<file path="config.mk">
export PLATFORM = sky130hd
export DESIGN_NAME = hp_event_irq
export DESIGN_NICKNAME = d
export VERILOG_FILES = /design/src/rtl/hpe_pkg.sv /design/src/rtl/hpe_slot.sv /design/src/rtl/hpe_ctrl.sv /design/src/rtl/hp_event_irq.sv
export SDC_FILE = /design/constraint.sdc
export NUM_CORES = 1
export LEC_CHECK = 0
export BUFFER_PORTS_ARGS = -buffer_cell sky130_fd_sc_hd__clkbuf_2
export CAP_MARGIN = 20
export CORE_MARGIN = 2
export CORE_UTILIZATION = 57
export DETAILED_ROUTE_END_ITERATION = 7
export PLACE_DENSITY_LB_ADDON = 0.25
export SLEW_MARGIN = 10
export SYNTH_ARGS = -nofsm -noshare
export SYNTH_HDL_FRONTEND = slang
export SYNTH_HIERARCHICAL = 1
export SYNTH_SLANG_ARGS = --single-unit
</file>
<file path="constraint.sdc">
create_clock -name clk -period 1.67 [get_ports clk]
set_input_delay 0.167 -clock clk [delete_from_list [all_inputs] [get_ports clk]]
set_output_delay 0.167 -clock clk [all_outputs]
set_load 0.05 [all_outputs]
</file>
<file path="src/rtl/hpe_pkg.sv">
package hpe_pkg;
  // event bit index inside the five-bit event group (decoded by software)
  localparam int EV_PRES  = 0;
  localparam int EV_ISO   = 1;
  localparam int EV_BTN   = 2;
  localparam int EV_LATCH = 3;
  localparam int EV_CONN  = 4;
  localparam int EVT_N    = 5;
  // seven slot masks: five interrupt masks then two error masks
  localparam int MSK_N    = 7;
  localparam int MSK_SERR_LATCH = 5;
  localparam int MSK_SERR_CONN  = 6;
  // field positions in the slot word
  localparam int SLOT_EVT_LSB = 16;
  localparam int SLOT_MSK_LSB = 24;
  // field positions in the controller word
  localparam int CTL_LAT_LSB  = 16;
  localparam int CTL_MSK_N    = 4;
  localparam int CTL_LAT_N    = 2;
  localparam int CM_GINT  = 0;
  localparam int CM_GSERR = 1;
  localparam int CM_CMD   = 2;
  localparam int CM_ARB   = 3;
  localparam int CL_CMD   = 0;
  localparam int CL_ARB   = 1;
  // word map
  localparam int CTRL_ADDR = 0;
  localparam int LOC_ADDR  = 1;
  localparam int SLOT_BASE = 2;

  typedef struct packed {
    logic [1:0] pres;
    logic       btn;
    logic       latch;
    logic       iso;
    logic       conn;
  } slot_raw_t;
endpackage

</file>
<file path="src/rtl/hpe_slot.sv">
module hpe_slot
  import hpe_pkg::*;
(
  input  logic             clk,
  input  logic             rst_n,
  input  logic             armed,
  input  logic             wr_en,
  input  logic [EVT_N-1:0] wr_clr,
  input  logic [MSK_N-1:0] wr_msk,
  input  slot_raw_t        raw,
  output logic [31:0]      rdata,
  output logic [EVT_N-1:0] evt,
  output logic [MSK_N-1:0] msk
);
  slot_raw_t        raw_q;
  logic [EVT_N-1:0] evt_q, evt_d, set_v, clr_v;
  logic [MSK_N-1:0] msk_q;

  // edge detection: any change for presence and latch, rising for the rest
  always_comb begin
    set_v = '0;
    if (armed) begin
      set_v[EV_PRES]  = (raw.pres  != raw_q.pres);
      set_v[EV_LATCH] = (raw.latch != raw_q.latch);
      set_v[EV_BTN]   = raw.btn  & ~raw_q.btn;
      set_v[EV_ISO]   = raw.iso  & ~raw_q.iso;
      set_v[EV_CONN]  = raw.conn & ~raw_q.conn;
    end
    clr_v = wr_en ? wr_clr : '0;
    evt_d = set_v | (evt_q & ~clr_v);
  end

  always_ff @(posedge clk or negedge rst_n) begin
    if (!rst_n) begin
      raw_q <= '0;
      evt_q <= '0;
      msk_q <= '1;
    end else begin
      raw_q <= raw;
      evt_q <= evt_d;
      if (wr_en) msk_q <= wr_msk;
    end
  end

  always_comb begin
    rdata = '0;
    rdata[SLOT_MSK_LSB +: MSK_N] = msk_q;
    rdata[SLOT_EVT_LSB +: EVT_N] = evt_q;
    rdata[11:10] = raw.pres;
    rdata[8]     = raw.latch;
    rdata[7]     = raw.btn;
    rdata[6]     = ~(raw.iso | raw.conn);
  end

  assign evt = evt_q;
  assign msk = msk_q;
endmodule

</file>
<file path="src/rtl/hpe_ctrl.sv">
module hpe_ctrl
  import hpe_pkg::*;
(
  input  logic                 clk,
  input  logic                 rst_n,
  input  logic                 wr_en,
  input  logic [CTL_LAT_N-1:0] wr_clr,
  input  logic [CTL_MSK_N-1:0] wr_msk,
  input  logic                 cmd_done,
  input  logic                 arb_event,
  output logic [31:0]          rdata,
  output logic                 gint_mask,
  output logic                 gserr_mask,
  output logic                 cmd_pend,
  output logic                 arb_serr
);
  logic [CTL_MSK_N-1:0] msk_q;
  logic [CTL_LAT_N-1:0] lat_q, lat_d, set_v, clr_v;

  always_comb begin
    set_v         = '0;
    set_v[CL_CMD] = cmd_done;
    set_v[CL_ARB] = arb_event;
    clr_v = wr_en ? wr_clr : '0;
    lat_d = set_v | (lat_q & ~clr_v);
  end

  always_ff @(posedge clk or negedge rst_n) begin
    if (!rst_n) begin
      msk_q <= '1;
      lat_q <= '0;
    end else begin
      lat_q <= lat_d;
      if (wr_en) msk_q <= wr_msk;
    end
  end

  always_comb begin
    rdata = '0;
    rdata[CTL_MSK_N-1:0]            = msk_q;
    rdata[CTL_LAT_LSB +: CTL_LAT_N] = lat_q;
  end

  assign gint_mask  = msk_q[CM_GINT];
  assign gserr_mask = msk_q[CM_GSERR];
  assign cmd_pend   = lat_q[CL_CMD] & ~msk_q[CM_CMD];
  assign arb_serr   = lat_q[CL_ARB] & ~msk_q[CM_ARB];
endmodule

</file>
<file path="src/rtl/hp_event_irq.sv">
module hp_event_irq
  import hpe_pkg::*;
#(
  parameter int NUM_SLOTS = 4,
  parameter int ADDR_W    = 4
) (
  input  logic                   clk,
  input  logic                   rst_n,
  input  logic                   reg_we,
  input  logic [ADDR_W-1:0]      reg_addr,
  input  logic [31:0]            reg_wdata,
  output logic [31:0]            reg_rdata,
  input  logic [2*NUM_SLOTS-1:0] slot_presence,
  input  logic [NUM_SLOTS-1:0]   slot_button,
  input  logic [NUM_SLOTS-1:0]   slot_latch_open,
  input  logic [NUM_SLOTS-1:0]   slot_iso_fault,
  input  logic [NUM_SLOTS-1:0]   slot_conn_fault,
  input  logic                   cmd_done,
  input  logic                   arb_event,
  output logic                   irq_o,
  output logic                   serr_o
);
  localparam int NUM_WORDS = SLOT_BASE + NUM_SLOTS;
  localparam logic [ADDR_W-1:0] A_CTRL = ADDR_W'(CTRL_ADDR);
  localparam logic [ADDR_W-1:0] A_LOC  = ADDR_W'(LOC_ADDR);

  initial begin
    if (NUM_SLOTS < 1 || NUM_SLOTS > 30 || NUM_WORDS > (1 << ADDR_W))
      $error("hp_event_irq: NUM_SLOTS/ADDR_W out of range");
  end

  logic                         armed_q;
  logic [31:0]                  ctrl_rd;
  logic [31:0]                  slot_rd [NUM_SLOTS];
  logic [EVT_N*NUM_SLOTS-1:0]   evt_all;
  logic [MSK_N*NUM_SLOTS-1:0]   msk_all;
  logic [NUM_SLOTS-1:0]         slot_pend, slot_serr;
  logic                         glb_int_mask, glb_serr_mask, cmd_pend, arb_serr;
  logic                         ctrl_we;
  logic [31:0]                  locator;
  logic                         wdata_unused;

  assign wdata_unused = ^{reg_wdata[31], reg_wdata[23:21], reg_wdata[15:4]};

  // edges are judged only once the previous-value registers hold real data
  always_ff @(posedge clk or negedge rst_n) begin
    if (!rst_n) armed_q <= 1'b0;
    else        armed_q <= 1'b1;
  end

  assign ctrl_we = reg_we && (reg_addr == A_CTRL);

  hpe_ctrl u_ctrl (
    .clk        (clk),
    .rst_n      (rst_n),
    .wr_en      (ctrl_we),
    .wr_clr     (reg_wdata[CTL_LAT_LSB +: CTL_LAT_N]),
    .wr_msk     (reg_wdata[CTL_MSK_N-1:0]),
    .cmd_done   (cmd_done),
    .arb_event  (arb_event),
    .rdata      (ctrl_rd),
    .gint_mask  (glb_int_mask),
    .gserr_mask (glb_serr_mask),
    .cmd_pend   (cmd_pend),
    .arb_serr   (arb_serr)
  );

  for (genvar s = 0; s < NUM_SLOTS; s++) begin : gen_slot
    localparam logic [ADDR_W-1:0] A_SLOT = ADDR_W'(SLOT_BASE + s);
    slot_raw_t        raw;
    logic             we_s;
    logic [EVT_N-1:0] ev;
    logic [MSK_N-1:0] mk;

    assign raw.pres  = slot_presence[2*s +: 2];
    assign raw.btn   = slot_button[s];
    assign raw.latch = slot_latch_open[s];
    assign raw.iso   = slot_iso_fault[s];
    assign raw.conn  = slot_conn_fault[s];
    assign we_s      = reg_we && (reg_addr == A_SLOT);

    hpe_slot u_slot (
      .clk    (clk),
      .rst_n  (rst_n),
      .armed  (armed_q),
      .wr_en  (we_s),
      .wr_clr (reg_wdata[SLOT_EVT_LSB +: EVT_N]),
      .wr_msk (reg_wdata[SLOT_MSK_LSB +: MSK_N]),
      .raw    (raw),
      .rdata  (slot_rd[s]),
      .evt    (ev),
      .msk    (mk)
    );

    assign evt_all[s*EVT_N +: EVT_N] = ev;
    assign msk_all[s*MSK_N +: MSK_N] = mk;
    assign slot_pend[s] = |(evt_all[s*EVT_N +: EVT_N] & ~msk_all[s*MSK_N +: EVT_N]);
    assign slot_serr[s] =
      (evt_all[s*EVT_N + EV_LATCH] & ~msk_all[s*MSK_N + MSK_SERR_LATCH]) |
      (evt_all[s*EVT_N + EV_CONN]  & ~msk_all[s*MSK_N + MSK_SERR_CONN]);
  end

  always_comb begin
    locator              = '0;
    locator[0]           = cmd_pend;
    locator[NUM_SLOTS:1] = slot_pend;
  end

  assign irq_o  = ~glb_int_mask  & (|locator);
  assign serr_o = ~glb_serr_mask & (arb_serr | (|slot_serr));

  always_comb begin
    reg_rdata = '0;
    if (reg_addr == A_CTRL)     reg_rdata = ctrl_rd;
    else if (reg_addr == A_LOC) reg_rdata = locator;
    for (int s = 0; s < NUM_SLOTS; s++)
      if (reg_addr == ADDR_W'(SLOT_BASE + s)) reg_rdata = slot_rd[s];
  end
endmodule

</file>
# Word level (Yosys, flattened, before mapping)
# Cells that the tools add are included.
# classes
n_addsub	0
multipliers	0
div_mod_pow	0
order_cmp	0
eq_ne	13
shift	0
mux	15
n_bitwise	84
n_reduce_logical	12
# op_table
operator	n
$mux 32	5
$mux 5	9
$and 5x5->5	8
$not 5->5	8
$not 1->1	28
$and 1x1->1	24
$reduce_or 21->1	1
$or 5x5->5	4
$reduce_or 5->1	4
$or 1x1->1	9
$eq 4x2->1 const B	2
$eq 4x3->1 const B	2
$ne 2x2->1	4
$logic_and 1x1->1	5
$eq 4x1->1 const B	1
$logic_not 4->1	1
$ne 1x1->1	4
$reduce_or 4->1	1
$and 2x2->2	1
$mux 2	1
$not 2->2	1
$or 2x2->2	1
# totals
ff_bits	79
latch_bits	0
ramBits	0
romBits	0
inputBits	65
out_inout_bits	34
elab_cells	155
mem_count	0

# Depth between registers and ports, before layout
# logic_depth
word_depth	9
ltp_mapped	10
ltp_nobuf	6

# Modules after synthesis
# The synthesis kept the hierarchy.
# by_module_without_submodules
module	instances	cells_each	area_each_um2
hpe_slot	4	78	902.1
hp_event_irq	1	261	1661.6
hpe_ctrl	1	45	449.2

# Least setup slack after synthesis
# OpenSTA, ideal clock, no wires.
# synth_path
path_kind	reg2out
startpoint	register u_ctrl.msk_q[0]
endpoint	output reg_rdata[0]
arrival_ps	2057
required_ps	1503
path_slack_ps	-554
stages_incl_launch_ff	6
n_path_buf	1
path_cell_list	dfstp_2 -> buf_4 -> mux2i_1 -> nor2_1 -> o21ai_0 -> a221oi_1
# synth_via
elab_chain_len	5
# synth_rtl
element	line	rtl
start: declaration	hpe_ctrl.sv:17	logic [CTL_MSK_N-1:0] msk_q;
start signal: assignment	hpe_ctrl.sv:34	if (wr_en) msk_q <= wr_msk;
$mux 32	hp_event_irq.sv:114	if (reg_addr == A_CTRL) reg_rdata = ctrl_rd;
$mux 32 (4 in series)	hp_event_irq.sv:117	if (reg_addr == ADDR_W'(SLOT_BASE + s)) reg_rdata = slot_rd[s];
end: declaration	hp_event_irq.sv:12	output logic [31:0] reg_rdata,
# Every way passes these cells.

# Worst setup path after layout
# layout_path
startpoint	register gen_slot[2].u_slot.msk_q[1]
endpoint	output reg_rdata[3]
# layout_via
elab_chain_len	9
# layout_rtl
element	line	rtl
start: declaration	hpe_slot.sv:17	logic [MSK_N-1:0] msk_q;
start signal: assignment	hpe_slot.sv:41	if (wr_en) msk_q <= wr_msk;
$not 5->5	hp_event_irq.sv:97	assign slot_pend[s] = |(evt_all[s*EVT_N +: EVT_N] & ~msk_all[s*MSK_N +: EVT_N]);
$and 5x5->5	hp_event_irq.sv:97	
$reduce_or 5->1	hp_event_irq.sv:97	
$mux 5	hp_event_irq.sv:115	else if (reg_addr == A_LOC) reg_rdata = locator;
$mux 32	hp_event_irq.sv:114	
$mux 32 (4 in series)	hp_event_irq.sv:117	
# Every way passes these cells.

==> flow_summary_export.csv <==
group,metric,value,unit
run_status,run_status,"finished with violations",
run_status,violations,"slew limit, setup timing",
die,die_area,10850,µm²
flow_run,max-cap-violations,0,
cts,clk_pin_slew,0.08,ns
global_routing,globalRouteTotalUtil,26.94,%
final_layout,antenna-diode-count,0,
synth,synth.top_cells.by_area,"sky130_fd_sc_hd__buf_4 (21%), sky130_fd_sc_hd__dfrtp_1 (21%), sky130_fd_sc_hd__dfstp_2 (15%)",
power,pwr-share-clk,24.4,%
sta,tightestPinTransition,1.549,ns
sta,final.setup_skew,0.007140,ns
critical_path,worstSetupPathType,"flop to output port",
synth,synth_enable_flop_cells,0,
global_routing,grt_first_pass_wirelength,22.79,mm
cts,cts_tree,"built",
cts,clock_sinks,79,
final_layout,area_growth_syn_to_layout,19.10,%
synth,yosys_warnings,6,
sta,finalWorstPathRequiredPeriod,2.339,ns
synth,syn_area,5719,µm²
power,finalPower,0.005721,W
sta,final_setup_violations,15,
die,initial_core_utilization,58.51,%
synth,synth_common_cells,"sky130_fd_sc_hd__buf_4 (160), sky130_fd_sc_hd__dfrtp_1 (47), sky130_fd_sc_hd__nor2_1 (43)",
sta,slew_violations,5,
place,placed_area,6087,µm²
die,core_area,9774,µm²
die,floorplan.die.height,104.2,µm
cts,clock_latency,0.35,ns
cts,clock-root-buffer,"sky130_fd_sc_hd__clkbuf_8",
synth,synthDominantAreaCellType,"sky130_fd_sc_hd__buf_4",
drt,initial_detailed_routing_violation_count,164,
drt,tritonroute_pass_1_iters,5,
drt,wire_per_inst,16.91,µm
critical_path,timing.critical_path.to_type,"output port",
synth,ys_ff_latch,79,
worst_hold_path,holdCritPathClass,"input port to flop",
synth,mean_cell_area_of_the_mapped_netlist,9.254,µm²
final_layout,layout.cells.non_filler,832,
drt,detailroute.wirelength.met2,6.737,mm
power,vdd_drop_max,0.0007167,V
die,row_count,36,
global_routing,number_of_global_route_vias_before_repair,4478,
sta,hold_viol_final,0,
sta,setup_total_negative_slack,-2.688,ns
die,die_outline_width,104.2,µm
synth,yosys_most_used_dff,"sky130_fd_sc_hd__dfrtp_1",
final_layout,stdcell_area,6812,µm²
critical_path,crit-reg2reg-capture,"gen_slot[0].u_slot/evt[0]$_DFF_PN0_",
final_layout,drive_gt1_share,37.63,%
place,dp_hpwl,10.10,mm
cts,cts_buffers,9,
drt,routed-via-count,4289,
synth,synth_cell_types,54,
sta,final_critical_path_setup_slack,-0.6691,ns
drt,drc,0,
global_routing,maximum_number_of_pins_on_one_net_before_global_route_repair,28,
power,power_leakage,3.148,nW
drt,vias_per_cell,5.155,
synth,yosysMostFrequentCell,"sky130_fd_sc_hd__buf_4",
power,power_report.internal_total,0.003877,W
critical_path,critical_path.startpoint_type,"flop",
global_routing,overflow_left_after_global_routing,0,
die,num_io_pins,99,
worst_hold_path,holdPathEnd,"u_ctrl/msk_q[1]$_DFFE_PN1P_",
cts,clock_tree.htree_level_count,3,
power,power_density,839.9,nW/µm²
synth,synth_largest_type_area_fraction,21.00,%
global_routing,antenna_found_initial,0,
power,fraction_of_power_consumed_by_sequential_logic,44.0,%
drt,ant_nets,0,
sta,hold_slack,0.02942,ns
drt,routed_wirelength,14.07,mm
critical_path,timing.reg2reg.worst_path_depth,2,
critical_path,r2r_start,"armed_q$_DFF_PN0_",
place,io_buffer_count,72,
critical_path,worstPathArrival,2.17,ns
sta,portion_of_the_clock_cycle_consumed_by_the_worst_path_in_the_final_layout,140.1,%
synth,syn-instance-count,618,
sta,max_slew_margin_vs_limit,-4.356,%
critical_path,critical_path.max_fanout,2,
synth,synth_async_reset_ratio,100.0,%
cts,ctsLongestPathBuffers,2,
place,gpl.final_weighted_congestion,0.8796,
drt,highest_layer,"met4",
power,power_switching_share,32.23,%
power,total_switching_power,0.001844,W
drt,wl_met3,851,µm
drt,detail_route.wirelength.met1,6.140,mm
power,comb_power_share,31.5,%
place,placedCellCount,777,
worst_hold_path,hp-start,"reg_wdata[1]",
sta,fmax,0.4275,GHz
synth,synth_seq_area_share,35.27,%
critical_path,setup.reg_to_reg.worst_slack,0.49,ns
sta,rsz_0062_raised_after_global_routing,"yes",
critical_path,cp.required,1.50,ns
worst_hold_path,hold_path_depth,2,
final_layout,final_nets,759,
worst max-delay path by stage:
| stage | slack, ns | startpoint | endpoint |
|---|---|---|---|
| 6_report | -0.67 | gen_slot[2].u_slot/msk[1]$_DFFE_PN1P_ | reg_rdata[3] |
| 3_3_place_gp | -0.22 | gen_slot[0].u_slot/msk[1]$_DFFE_PN1P_ | irq_o |
| 4_1_cts | -0.60 | gen_slot[2].u_slot/msk[1]$_DFFE_PN1P_ | reg_rdata[3] |
| 5_1_grt | -0.69 | gen_slot[2].u_slot/msk[1]$_DFFE_PN1P_ | reg_rdata[3] |
| 3_5_place_dp | -0.22 | gen_slot[2].u_slot/msk[1]$_DFFE_PN1P_ | reg_rdata[3] |
| 2_1_floorplan | -0.31 | reg_addr[2] | reg_rdata[6] |
area by class of cell:
class	count	area, µm²
multi-input cells	411	2768
clock inverters	4	45.04
inverters	31	116.4
repair buffers	162	1554
clock buffers	12	145.1
well taps	133	166.4
flip-flops and latches	79	2017
fillers	761	2963
worst max-delay path: stages, from the launching register on:
cell and delay (ns):
sky130_fd_sc_hd__dfstp_2 0.54, sky130_fd_sc_hd__inv_2 0.03, sky130_fd_sc_hd__a222oi_1 0.46, sky130_fd_sc_hd__o221ai_1 0.26, sky130_fd_sc_hd__a211o_2 0.37, sky130_fd_sc_hd__buf_12 0.15
cells in the final DEF (no fill, tap or decap), types with 5 or more instances in the layout:
master and instances:
sky130_fd_sc_hd__xor2_1 12, sky130_fd_sc_hd__mux2i_1 30, sky130_fd_sc_hd__inv_1 26, sky130_fd_sc_hd__inv_2 5, sky130_fd_sc_hd__conb_1 87, sky130_fd_sc_hd__dlygate4sd3_1 27
sky130_fd_sc_hd__nor2_1 42, sky130_fd_sc_hd__dfrtp_1 47, sky130_fd_sc_hd__a22oi_1 29, sky130_fd_sc_hd__mux2_2 26, sky130_fd_sc_hd__a21oi_1 27, sky130_fd_sc_hd__buf_12 27
sky130_fd_sc_hd__o21ai_0 19, sky130_fd_sc_hd__nand2_1 37, sky130_fd_sc_hd__o22ai_1 5, sky130_fd_sc_hd__clkbuf_8 12, sky130_fd_sc_hd__dfstp_2 32, sky130_fd_sc_hd__a32o_1 8
sky130_fd_sc_hd__buf_6 6, sky130_fd_sc_hd__clkbuf_2 47, sky130_fd_sc_hd__buf_4 51, sky130_fd_sc_hd__o21ai_2 16
registers in the layout, indices dropped and copies added (netlist names):
| signal | cells |
|---|---|
| gen_slot.u_slot/msk | 28 |
| gen_slot.u_slot/evt | 20 |
| u_ctrl/lat_q | 2 |
| gen_slot.u_slot/raw_q | 24 |
| u_ctrl/msk_q | 4 |
| armed_q | 1 |
stage by stage:
step                      utilization [%]  setup slack (ns)
after detailed placement            62.28           -0.2240
after global routing                69.69           -0.6874
final                               69.69           -0.6691
after global placement              62.28           -0.2170
after CTS                           68.56           -0.6032
after floorplan                         -           -0.3146
layer usage:
layer | up-vias | GRT usage (%)
li1 | 2040 | -
met1 | 2076 | 35.31
met2 | 148 | 43.66
met3 | 25 | 5.576
met4 | 0 | 10.91
met5 | - | 0
what timing repair did:
item	4_1_cts	5_1_grt
endpoints found under the hold margin	49	0
setup buffers	8	5
hold buffers	27	0
gates resized for setup	26	20
endpoints found under the setup margin	21	24
pin swaps	12	14
cell families after synthesis:
| family | share of synthesized area, % |
|---|---|
| compound gates | 15.66 |
| xor+xnor | 1.991 |
| buf+inv | 25.29 |
| flops | 35.27 |
| mux | 12.21 |
| other cells | 0.3938 |
| simple gates | 9.188 |
power groups by stage:
| stage | logic, W | registers (W) | clock network, W |
|---|---|---|---|
| finish | 0.00180 | 0.00252 | 0.00140 |
| global route | 0.00192 | 0.00255 | 0.00151 |
| CTS | 0.00171 | 0.00250 | 0.00142 |
| detailed placement | 0.00155 | 0.00253 | 0 |
| global placement | 0.00152 | 0.00252 | 0 |
| floorplan | 0.00138 | 0.00246 | 0 |
Power figures use the tool's default switching activity.
